`src/rtl/wa_filter_pkg.sv`:
```
package wa_filter_pkg;

    localparam int LIMIT_W      = 7;
    localparam int CFG_W        = LIMIT_W + 1;
    localparam int UNIT_SHIFT   = 22;               // 4 MB ceiling granule
    localparam int MB_SHIFT     = 20;
    localparam int HOLE_LO_MB   = 15;
    localparam int HOLE_HI_MB   = 16;
    localparam int HOLE_ARM_MIN = HOLE_HI_MB >> (UNIT_SHIFT - MB_SHIFT);

    typedef struct packed {
        logic [LIMIT_W-1:0] limit;
        logic               hole_en;
    } wa_cfg_t;

    typedef struct packed {
        logic below_limit;
        logic in_window;
        logic hole_armed;
    } wa_region_t;

    function automatic wa_cfg_t unpack_cfg(input logic [CFG_W-1:0] w);
        wa_cfg_t c;
        c.hole_en = w[0];
        c.limit   = w[CFG_W-1:1];
        return c;
    endfunction

    function automatic logic decide(input wa_region_t r, input logic hole_en,
                                    input logic ovr_any);
        logic base;
        if (r.in_window && r.hole_armed)
            base = hole_en;
        else
            base = r.below_limit;
        return base | ovr_any;
    endfunction

endpackage

```
`src/rtl/wa_cfg_reg.sv`:
```
module wa_cfg_reg
    import wa_filter_pkg::*;
(
    input  logic             clk,
    input  logic             rst,
    input  logic             we,
    input  logic [CFG_W-1:0] wdata,
    output wa_cfg_t          cfg
);

    always_ff @(posedge clk) begin
        if (rst)
            cfg <= '0;
        else if (we)
            cfg <= unpack_cfg(wdata);
    end

endmodule

```
`src/rtl/wa_region_decode.sv`:
```
module wa_region_decode
    import wa_filter_pkg::*;
#(
    parameter int ADDR_W = 32
) (
    input  logic [ADDR_W-1:0] addr,
    input  wa_cfg_t           cfg,
    output wa_region_t        region
);

    localparam int PAGE_W = ADDR_W - UNIT_SHIFT;
    localparam logic [ADDR_W-1:0] WIN_LO = ADDR_W'(HOLE_LO_MB) << MB_SHIFT;
    localparam logic [ADDR_W-1:0] WIN_HI = ADDR_W'(HOLE_HI_MB) << MB_SHIFT;

    logic [PAGE_W-1:0] page;
    logic [PAGE_W-1:0] lim_ext;

    assign page    = addr[ADDR_W-1:UNIT_SHIFT];
    assign lim_ext = PAGE_W'(cfg.limit);

    always_comb begin
        region.below_limit = (page < lim_ext);
        region.in_window   = (addr >= WIN_LO) && (addr < WIN_HI);
        region.hole_armed  = (cfg.limit >= LIMIT_W'(HOLE_ARM_MIN));
    end

endmodule

```
`src/rtl/wa_decide_stage.sv`:
```
module wa_decide_stage
    import wa_filter_pkg::*;
(
    input  logic       clk,
    input  logic       rst,
    input  logic       in_valid,
    output logic       in_ready,
    input  wa_region_t region,
    input  logic       hole_en,
    input  logic       ovr_any,
    output logic       out_valid,
    input  logic       out_ready,
    output logic       out_allow
);

    assign in_ready = !out_valid || out_ready;

    always_ff @(posedge clk) begin
        if (rst) begin
            out_valid <= 1'b0;
            out_allow <= 1'b0;
        end else if (in_ready) begin
            out_valid <= in_valid;
            if (in_valid)
                out_allow <= decide(region, hole_en, ovr_any);
        end
    end

endmodule

```
`src/rtl/wa_region_filter.sv`:
```
module wa_region_filter
    import wa_filter_pkg::*;
#(
    parameter int ADDR_W = 32,
    parameter int N_OVR  = 2
) (
    input  logic              clk,
    input  logic              rst,
    input  logic              cfg_we,
    input  logic [CFG_W-1:0]  cfg_wdata,
    input  logic              req_valid,
    output logic              req_ready,
    input  logic [ADDR_W-1:0] req_addr,
    input  logic [N_OVR-1:0]  req_ovr,
    output logic              rsp_valid,
    input  logic              rsp_ready,
    output logic              rsp_allow
);

    wa_cfg_t            cfg_q;
    wa_region_t         region;
    logic [LIMIT_W-1:0] cfg_limit_w;
    logic               cfg_hole_w;

    assign cfg_limit_w = cfg_q.limit;
    assign cfg_hole_w  = cfg_q.hole_en;

    wa_cfg_reg u_cfg (
        .clk   (clk),
        .rst   (rst),
        .we    (cfg_we),
        .wdata (cfg_wdata),
        .cfg   (cfg_q)
    );

    wa_region_decode #(.ADDR_W(ADDR_W)) u_decode (
        .addr   (req_addr),
        .cfg    (cfg_q),
        .region (region)
    );

    wa_decide_stage u_stage (
        .clk       (clk),
        .rst       (rst),
        .in_valid  (req_valid),
        .in_ready  (req_ready),
        .region    (region),
        .hole_en   (cfg_hole_w),
        .ovr_any   (|req_ovr),
        .out_valid (rsp_valid),
        .out_ready (rsp_ready),
        .out_allow (rsp_allow)
    );

endmodule

```
`config.mk`:
```
export PLATFORM = sky130hd
export DESIGN_NAME = wa_region_filter
export DESIGN_NICKNAME = d
export VERILOG_FILES = /design/src/rtl/wa_filter_pkg.sv /design/src/rtl/wa_cfg_reg.sv /design/src/rtl/wa_region_decode.sv /design/src/rtl/wa_decide_stage.sv /design/src/rtl/wa_region_filter.sv
export SDC_FILE = /design/constraint.sdc
export NUM_CORES = 1
export LEC_CHECK = 0
export ABC_CLOCK_PERIOD_IN_PS = 1800
export BUFFER_PORTS_ARGS = -buffer_cell sky130_fd_sc_hd__clkbuf_2
export CAP_MARGIN = 10
export CORE_UTILIZATION = 37
export DETAILED_ROUTE_END_ITERATION = 8
export GPL_TIMING_DRIVEN = 0
export PLACE_DENSITY = 0.78
export SYNTH_ARGS = -nofsm -noshare
export SYNTH_HDL_FRONTEND = slang
export SYNTH_SLANG_ARGS = --single-unit
```
`constraint.sdc`:
```
create_clock -name clk -period 1.8 [get_ports clk]
set_clock_uncertainty 0.1 [all_clocks]
set_input_delay 0 -clock clk [delete_from_list [all_inputs] [get_ports clk]]
set_output_delay 0 -clock clk [all_outputs]
set_load 0.01 [all_outputs]
```
==> run metrics, run 1 <==
Max clock buf depth 2; die span in x 42.16 um; Num CTS Buffers 3; Seq/Total Area, Yosys 33.54%; Final ANT Viol Nets 0; Synth area leaders dfxtp_1 (34%), mux2i_1 (13%), ha_1 (13%); Yosys reg bits 10; EDFF count, synth 0; Total Die Area 1777 um2; Reg2Reg Launch Point u_cfg.cfg[7]; flip-flop and latch area 200.2 um2; filler cell count 140; Clock Latency Late Sink 0.26 ns; r2r endpoint u_stage.out_allow; RSZ-0062 raised after global routing no; Buffers on Ports 28; CP Launch Type flip-flop; Top Ports 50; Slew Limit Fails 0; Via-to-Cell Ratio 4.823; H-tree Lvls 1; Hold Crit Class input port to flip-flop; crit path capture type flip-flop; initial antenna violation count 0; post-synth cell types 21; Final min period 1.487 ns; commonest cells in the netlist nor2_1 (11), dfxtp_1 (10), inv_1 (8), mux2i_1 (8), ha_1 (6); routed length on met3 83 um; worst-case reg-to-reg path depth 6; Total Routing Usage GR 16.26%; FF-to-FF setup slack 0.31 ns; critical-path maximum fanout 3; post-synth top area share 33.54%; worst hold path startpoint req_addr[28]; drt pass-1 iters 4; ant diodes 0; Min-Delay Path Depth 4; Pwr Total 0.5209 mW; final hold vios 0; crit path DAT 1.54 ns; final core occ 58.39%; Vias 598; Worst EP required 1.86 ns; worst hold margin 0.02441 ns; grt ovf 0; Starting Density 39.62%; area of the multi-input gates 357.8 um2; Peak VDD IR 485.5 uV; HPWL after DPL 1.104 mm; share of cells above drive strength 1 32.41%; Final GP Congestion 0.7274; TritonCTS clock tree built; async set or reset register ratio after synthesis 0%; clk sinks 10; Final Setup Violations 0; # DRC 0; worst slew pin tran 0.4056 ns; status completed; type of the worst setup path flip-flop to flip-flop; Fin Setup TNS 0 ns; Max Freq 672.3 MHz; Die Y 42.16 um; Detailed Route WL 1.371 mm; top sig layer met4; synthesis-to-layout area growth 47.38%; YS warnings 0; FP Rows 14; Slew Limit Headroom 72.96%; DRT iter0 DRCs 8; Hold Path End u_stage.out_allow; Syn Inst Count 67; Post-CTS Resized 0; Final Cycle Share 82.63%; mean area per synthesized cell 8.908 um2; area leader, netlist dfxtp_1; Leakage 0.4325 nW; nets@finish 163; met1 wire length 565 um; CTS root buffer clkbuf_4; Most used DFF post-synth dfxtp_1; syn_nets 120; Met2 Wirelength 707 um; Routed WL per cell 11.06 um; count leader, synth nor2_1; pin count of the biggest net entering global routing 11; Placeable Area 1506 um2; vias in the first global route 545; Max-Cap Viols 0; Pwr Density 592.2 nW/um2; Post-Synthesis Cell Area 596.8 um2; Clk pin slew, worst setup/hold paths 0.06 ns; first-pass GRT wire length 2.125 mm
state kept, by name (all words and copies together), names as in the netlist:
| register | flops |
|---|---|
| u_cfg.cfg | 8 |
| u_stage.out_allow | 1 |
| u_stage.out_valid | 1 |
timing repair:
action | 4_1_cts | 5_1_grt
setup buffers | 0 | 0
endpoints found under the hold margin | 9 | 0
hold buffers | 10 | 0
metal layers:
| layer | track usage [%] | vias to the layer above |
|---|---|---|
| met5 | 0 | - |
| met4 | 3.750 | 0 |
| met3 | 7.759 | 2 |
| met2 | 30.15 | 20 |
| met1 | 16.13 | 258 |
| li1 | - | 318 |
stage by stage:
stage	worst slack [ns]	std cells	cell area, um2
floorplan	0.4376	67	596.8
global placement	0.3415	111	757.0
detailed placement	0.3071	111	757.0
CTS	0.3008	124	879.6
global route	0.2385	124	879.6
finish	0.3126	124	879.6
cell families (layout without fill, tap and decap cells):
logic type               after synthesis  in the layout  synth area share [%]
AO/OA/AOI/OAI                          9              9                 10.27
multiplexers                           8              8                 13.42
buffers and inverters                 10             51                 6.498
adder cells (fa/ha/maj)                6              6                 12.58
AND/OR/NAND/NOR                       24             24                 23.69
flip-flops                            10             10                 33.54
power breakdown:
group / internal (mW) / switching [mW]
Sequential: 0.236 / 0.00808
Combinational: 0.0732 / 0.0591
Clock: 0.0768 / 0.0680
worst max-delay path by stage:
stage | startpoint | to | slack, ns | cells after the start
global route | u_cfg.cfg[6] | u_stage.out_allow | 0.24 | 6
detailed placement | u_cfg.cfg[7] | u_stage.out_allow | 0.31 | 6
floorplan | u_cfg.cfg[7] | u_stage.out_allow | 0.44 | 6
global placement | u_cfg.cfg[7] | u_stage.out_allow | 0.34 | 6
finish | u_cfg.cfg[7] | u_stage.out_allow | 0.31 | 6
CTS | u_cfg.cfg[7] | u_stage.out_allow | 0.30 | 6
final cells by class:
cell class                 count  share of cell area, %
buffer                         2                 0.9957
clock buffer                   3                  2.560
inverter                       8                  3.414
multi-input combinational     47                  40.68
sequential                    10                  22.76
tap                           16                  2.276
timing repair buffer          38                  27.31
worst max-delay path, cell delays in order, from the launching register on:
cell     delay [ns]
dfxtp_1        0.36
inv_1          0.06
ha_1           0.28
nand3_1        0.09
o22ai_1        0.18
nor3_1         0.07
a32o_1         0.24
cells in the final DEF, fill, tap and decap left out:
cell            n
nand2b_1        2
mux2i_1         8
ha_1            6
buf_2           1
clkbuf_2       28
dfxtp_1        10
nor2_1         11
o22ai_1         1
nand3_1         4
a32o_1          1
a21oi_1         4
nor3b_2         1
nor3_1          2
a41o_1          1
inv_1           8
or3_4           1
clkbuf_1        1
dlygate4sd3_1  10
a211oi_1        1
nand2_1         1
nor4_4          1
clkbuf_4        3
a21o_1          1
nand4b_1        1
(Power assumes the default switching activity.)
==> run 2: changes to the inputs <==
--- a/config.mk
+++ b/config.mk
@@ -5,13 +5,14 @@
 export SDC_FILE = /design/constraint.sdc
 export NUM_CORES = 1
 export LEC_CHECK = 0
-export ABC_CLOCK_PERIOD_IN_PS = 1800
+export ABC_AREA = 1
+export ABC_CLOCK_PERIOD_IN_PS = 1400
 export BUFFER_PORTS_ARGS = -buffer_cell sky130_fd_sc_hd__clkbuf_2
 export CAP_MARGIN = 10
-export CORE_UTILIZATION = 37
+export CORE_UTILIZATION = 38
 export DETAILED_ROUTE_END_ITERATION = 8
 export GPL_TIMING_DRIVEN = 0
-export PLACE_DENSITY = 0.78
+export PLACE_DENSITY = 0.77
 export SYNTH_ARGS = -nofsm -noshare
 export SYNTH_HDL_FRONTEND = slang
 export SYNTH_SLANG_ARGS = --single-unit
==> constraint.sdc (replaced) <==
create_clock -name clk -period 1.4 [get_ports clk]
set_clock_uncertainty 0.1 [all_clocks]
set_input_delay 0 -clock clk [delete_from_list [all_inputs] [get_ports clk]]
set_output_delay 0 -clock clk [all_outputs]
set_load 0.01 [all_outputs]
==> run 2 against run 1 <==
  * The run now ends with negative setup slack left
  * Die area rose by 4.7%
  * Routed wire length grew 43%
  * Power is 59% higher
  * Utilization grew 13 points
  * Flip-flop and latch count is the same
  * Cell count grew 34%
  * Largest cell class unchanged
  * Synthesized cell count increased by 49%
  * Non-clock buffer count grew 7
  * Setup slack got worse by 0.34 ns
  * Clock power is 76% higher
  * Combinational power grew 92%
==> run metrics, run 2 <==
status finished, violations left; failing checks negative setup slack; Biggest register u_cfg.cfg; most common cell after layout, fill and taps aside clkbuf_2; Top Ports 50 (unchanged); filler cell count 130 (-7.1%); die span in x 43.14 um (+2.3%); Max clock buf depth 2 (unchanged); Worst EP required 1.46 ns (-0.40 ns); CTS root buffer clkbuf_4; EDFF count, synth 0 (unchanged); Final GP Congestion 0.7984 (+9.8%); initial antenna violation count 0 (unchanged); Synth area leaders dfxtp_1 (31%), ha_1 (12%), nand2_1 (11%); pin count of the biggest net entering global routing 11 (unchanged); HPWL after DPL 1.224 mm (+11%); Syn Inst Count 100 (+49%); biggest regs u_cfg.cfg (8), u_stage.out_allow (1), u_stage.out_valid (1); Slew Limit Headroom 82.97% (+10 points); post-synth cell types 14 (-33%); Via-to-Cell Ratio 4.795 (-0.57%); mean area per synthesized cell 6.431 um2 (-28%); Reg2Reg Launch Point u_cfg.cfg[6]; Buffers on Ports 29 (+3.6%); Die Y 43.14 um (+2.3%); Pwr Total 0.8273 mW (+59%); Final min period 1.430 ns (-0.05772 ns); H-tree Lvls 1 (unchanged); worst slew pin tran 0.2536 ns (-0.1520 ns); Placeable Area 1541 um2 (+2.3%); Total Die Area 1861 um2 (+4.7%); pre-CTS setup slack -0.01564 ns (-0.3227 ns); clk sinks 10 (unchanged); Slew Limit Fails 0 (unchanged); Worst Setup SP u_cfg.cfg[6]; async set or reset register ratio after synthesis 0% (unchanged); Max Freq 699.5 MHz (+4.0%); Final Setup Violations 1 (+1); final hold vios 0 (unchanged); RSZ-0062 raised after global routing yes; post-synth top area share 31.13% (-2.4 points); Min-Delay Path Depth 5 (+1); Clock Latency Late Sink 0.26 ns (about the same); count leader, synth nand2_1; Num CTS Buffers 3 (unchanged); Starting Density 41.72% (+2.1 points); first-pass GRT wire length 2.829 mm (+33%); Final Cycle Share 102.1% (+19 points); Vias 796 (+33%); CP Launch Type flip-flop; most frequent cells in the layout clkbuf_2 (29), nor2_1 (16), nand2_1 (15), dlygate4sd3_1 (13), inv_1 (11); Final ANT Viol Nets 0 (unchanged); crit path capture type flip-flop; Largest register FFs 8 (unchanged); share of cells above drive strength 1 44.67% (+12 points); TritonCTS clock tree built; # DRC 0 (unchanged); YS warnings 0 (unchanged); Peak VDD IR 611.4 uV (+26%); grt ovf 0 (unchanged); Post-Synthesis Cell Area 643.1 um2 (+7.8%); type of the worst setup path flip-flop to flip-flop; Hold Crit Class input port to flip-flop; worst setup path end u_stage.out_allow; Pwr Density 749.7 nW/um2 (+27%); nets@finish 204 (+25%); vias in the first global route 729 (+34%); PnR worst setup slack -0.02967 ns (-0.3423 ns); Max-Cap Viols 0 (unchanged); r2r endpoint u_stage.out_allow; FF-to-FF setup slack -0.03 ns (-0.34 ns); Yosys reg bits 10 (unchanged); critical-path maximum fanout 2 (-1); Routed WL per cell 11.80 um (+6.7%); final core occ 71.59% (+13 points); DRT iter0 DRCs 7 (-1); area leader, netlist dfxtp_1; ant diodes 0 (unchanged); FP Rows 14 (unchanged); commonest cells in the netlist nand2_1 (19), inv_1 (17), nor2_1 (17); synthesis-to-layout area growth 71.60%; drt pass-1 iters 4 (unchanged); Clk pin slew, worst setup/hold paths 0.06 ns (about the same); crit path DAT 1.49 ns (-0.05 ns); Most used DFF post-synth dfxtp_1; worst-case reg-to-reg path depth 11 (+5); Detailed Route WL 1.958 mm (+43%); Seq/Total Area, Yosys 31.13% (-2.4 points); Total Routing Usage GR 20.38% (+4.1 points); syn_nets 153 (+28%); Leakage 0.5399 nW (+25%)
## run 2: cells by family after synthesis
logic type | share of synthesized area, %
AOI/OAI and AO/OA | 13.23
adders and majority gates | 11.67
buffers and inverters | 11.28
DFF | 31.13
and+or+nand+nor | 32.69
## run 2: area by class of cell
| cell class | instances | area, um2 | share of cell area, % |
|---|---|---|---|
| Multi-Input combinational cell | 71 | 462.9 | 41.95 |
| Timing Repair Buffer | 46 | 305.3 | 27.66 |
| Sequential cell | 10 | 206.4 | 18.71 |
| Inverter | 18 | 67.56 | 6.122 |
| Clock buffer | 4 | 36.28 | 3.288 |
| Tap cell | 16 | 20.02 | 1.814 |
| Buffer | 1 | 5.005 | 0.4535 |
## run 2: where the power goes
| part | internal, mW | switching (mW) |
|---|---|---|
| Clock | 0.158 | 0.0974 |
| Sequential | 0.307 | 0.0113 |
| Combinational | 0.130 | 0.124 |
## run 2: worst min-delay path by stage
stage,startpoint,endpoint,slack (ns)
after floorplan,rst,u_stage.out_valid,-0.03
after global placement,rst,u_stage.out_valid,0.07
after detailed placement,rst,u_stage.out_valid,0.09
after CTS,req_valid,u_stage.out_allow,0.03
after global routing,req_valid,u_stage.out_allow,0.07
final,req_valid,u_stage.out_allow,0.01
## run 2: repair_timing
action / in CTS / in global routing
pin swaps: 0 / 10
endpoints found under the setup margin: 1 / 2
gates resized for setup: 2 / 23
hold buffers: 13 / 0
hold endpoints to repair: 10 / 0
setup buffers: 0 / 4
## run 2: routing by layer
metal | vias up | share of wire (%) | GRT usage, %
met1 | 344 | 40 | 22.16
met3 | 4 | 3.9 | 1.702
met2 | 31 | 54 | 37.01
li1 | 417 | - | -
met5 | - | 0 | 0
met4 | 0 | 1.9 | 12.73
## run 2: stage by stage
step	cells	setup TNS (ns)	instance area (um2)	hold slack, ns
6_report	166	-0.02967	1104	0.01405
3_5_place_dp	145	-0.01564	808.3	0.08781
5_1_grt	166	-0.1245	1104	0.06963
4_1_cts	162	0	977.2	0.02513
2_1_floorplan	100	0	643.1	-0.03093
3_3_place_gp	145	0	808.3	0.07221
## run 2: worst max-delay path: stages (launching register included)
cell and delay (ns):
dfxtp_2 0.34, inv_2 0.05, ha_4 0.28, nand2_4 0.05, inv_2 0.04, nand2_1 0.05
nand2_1 0.08, nand2_1 0.06, nand3_1 0.06, nor2_1 0.04, nor2_1 0.11, nor2_1 0.06
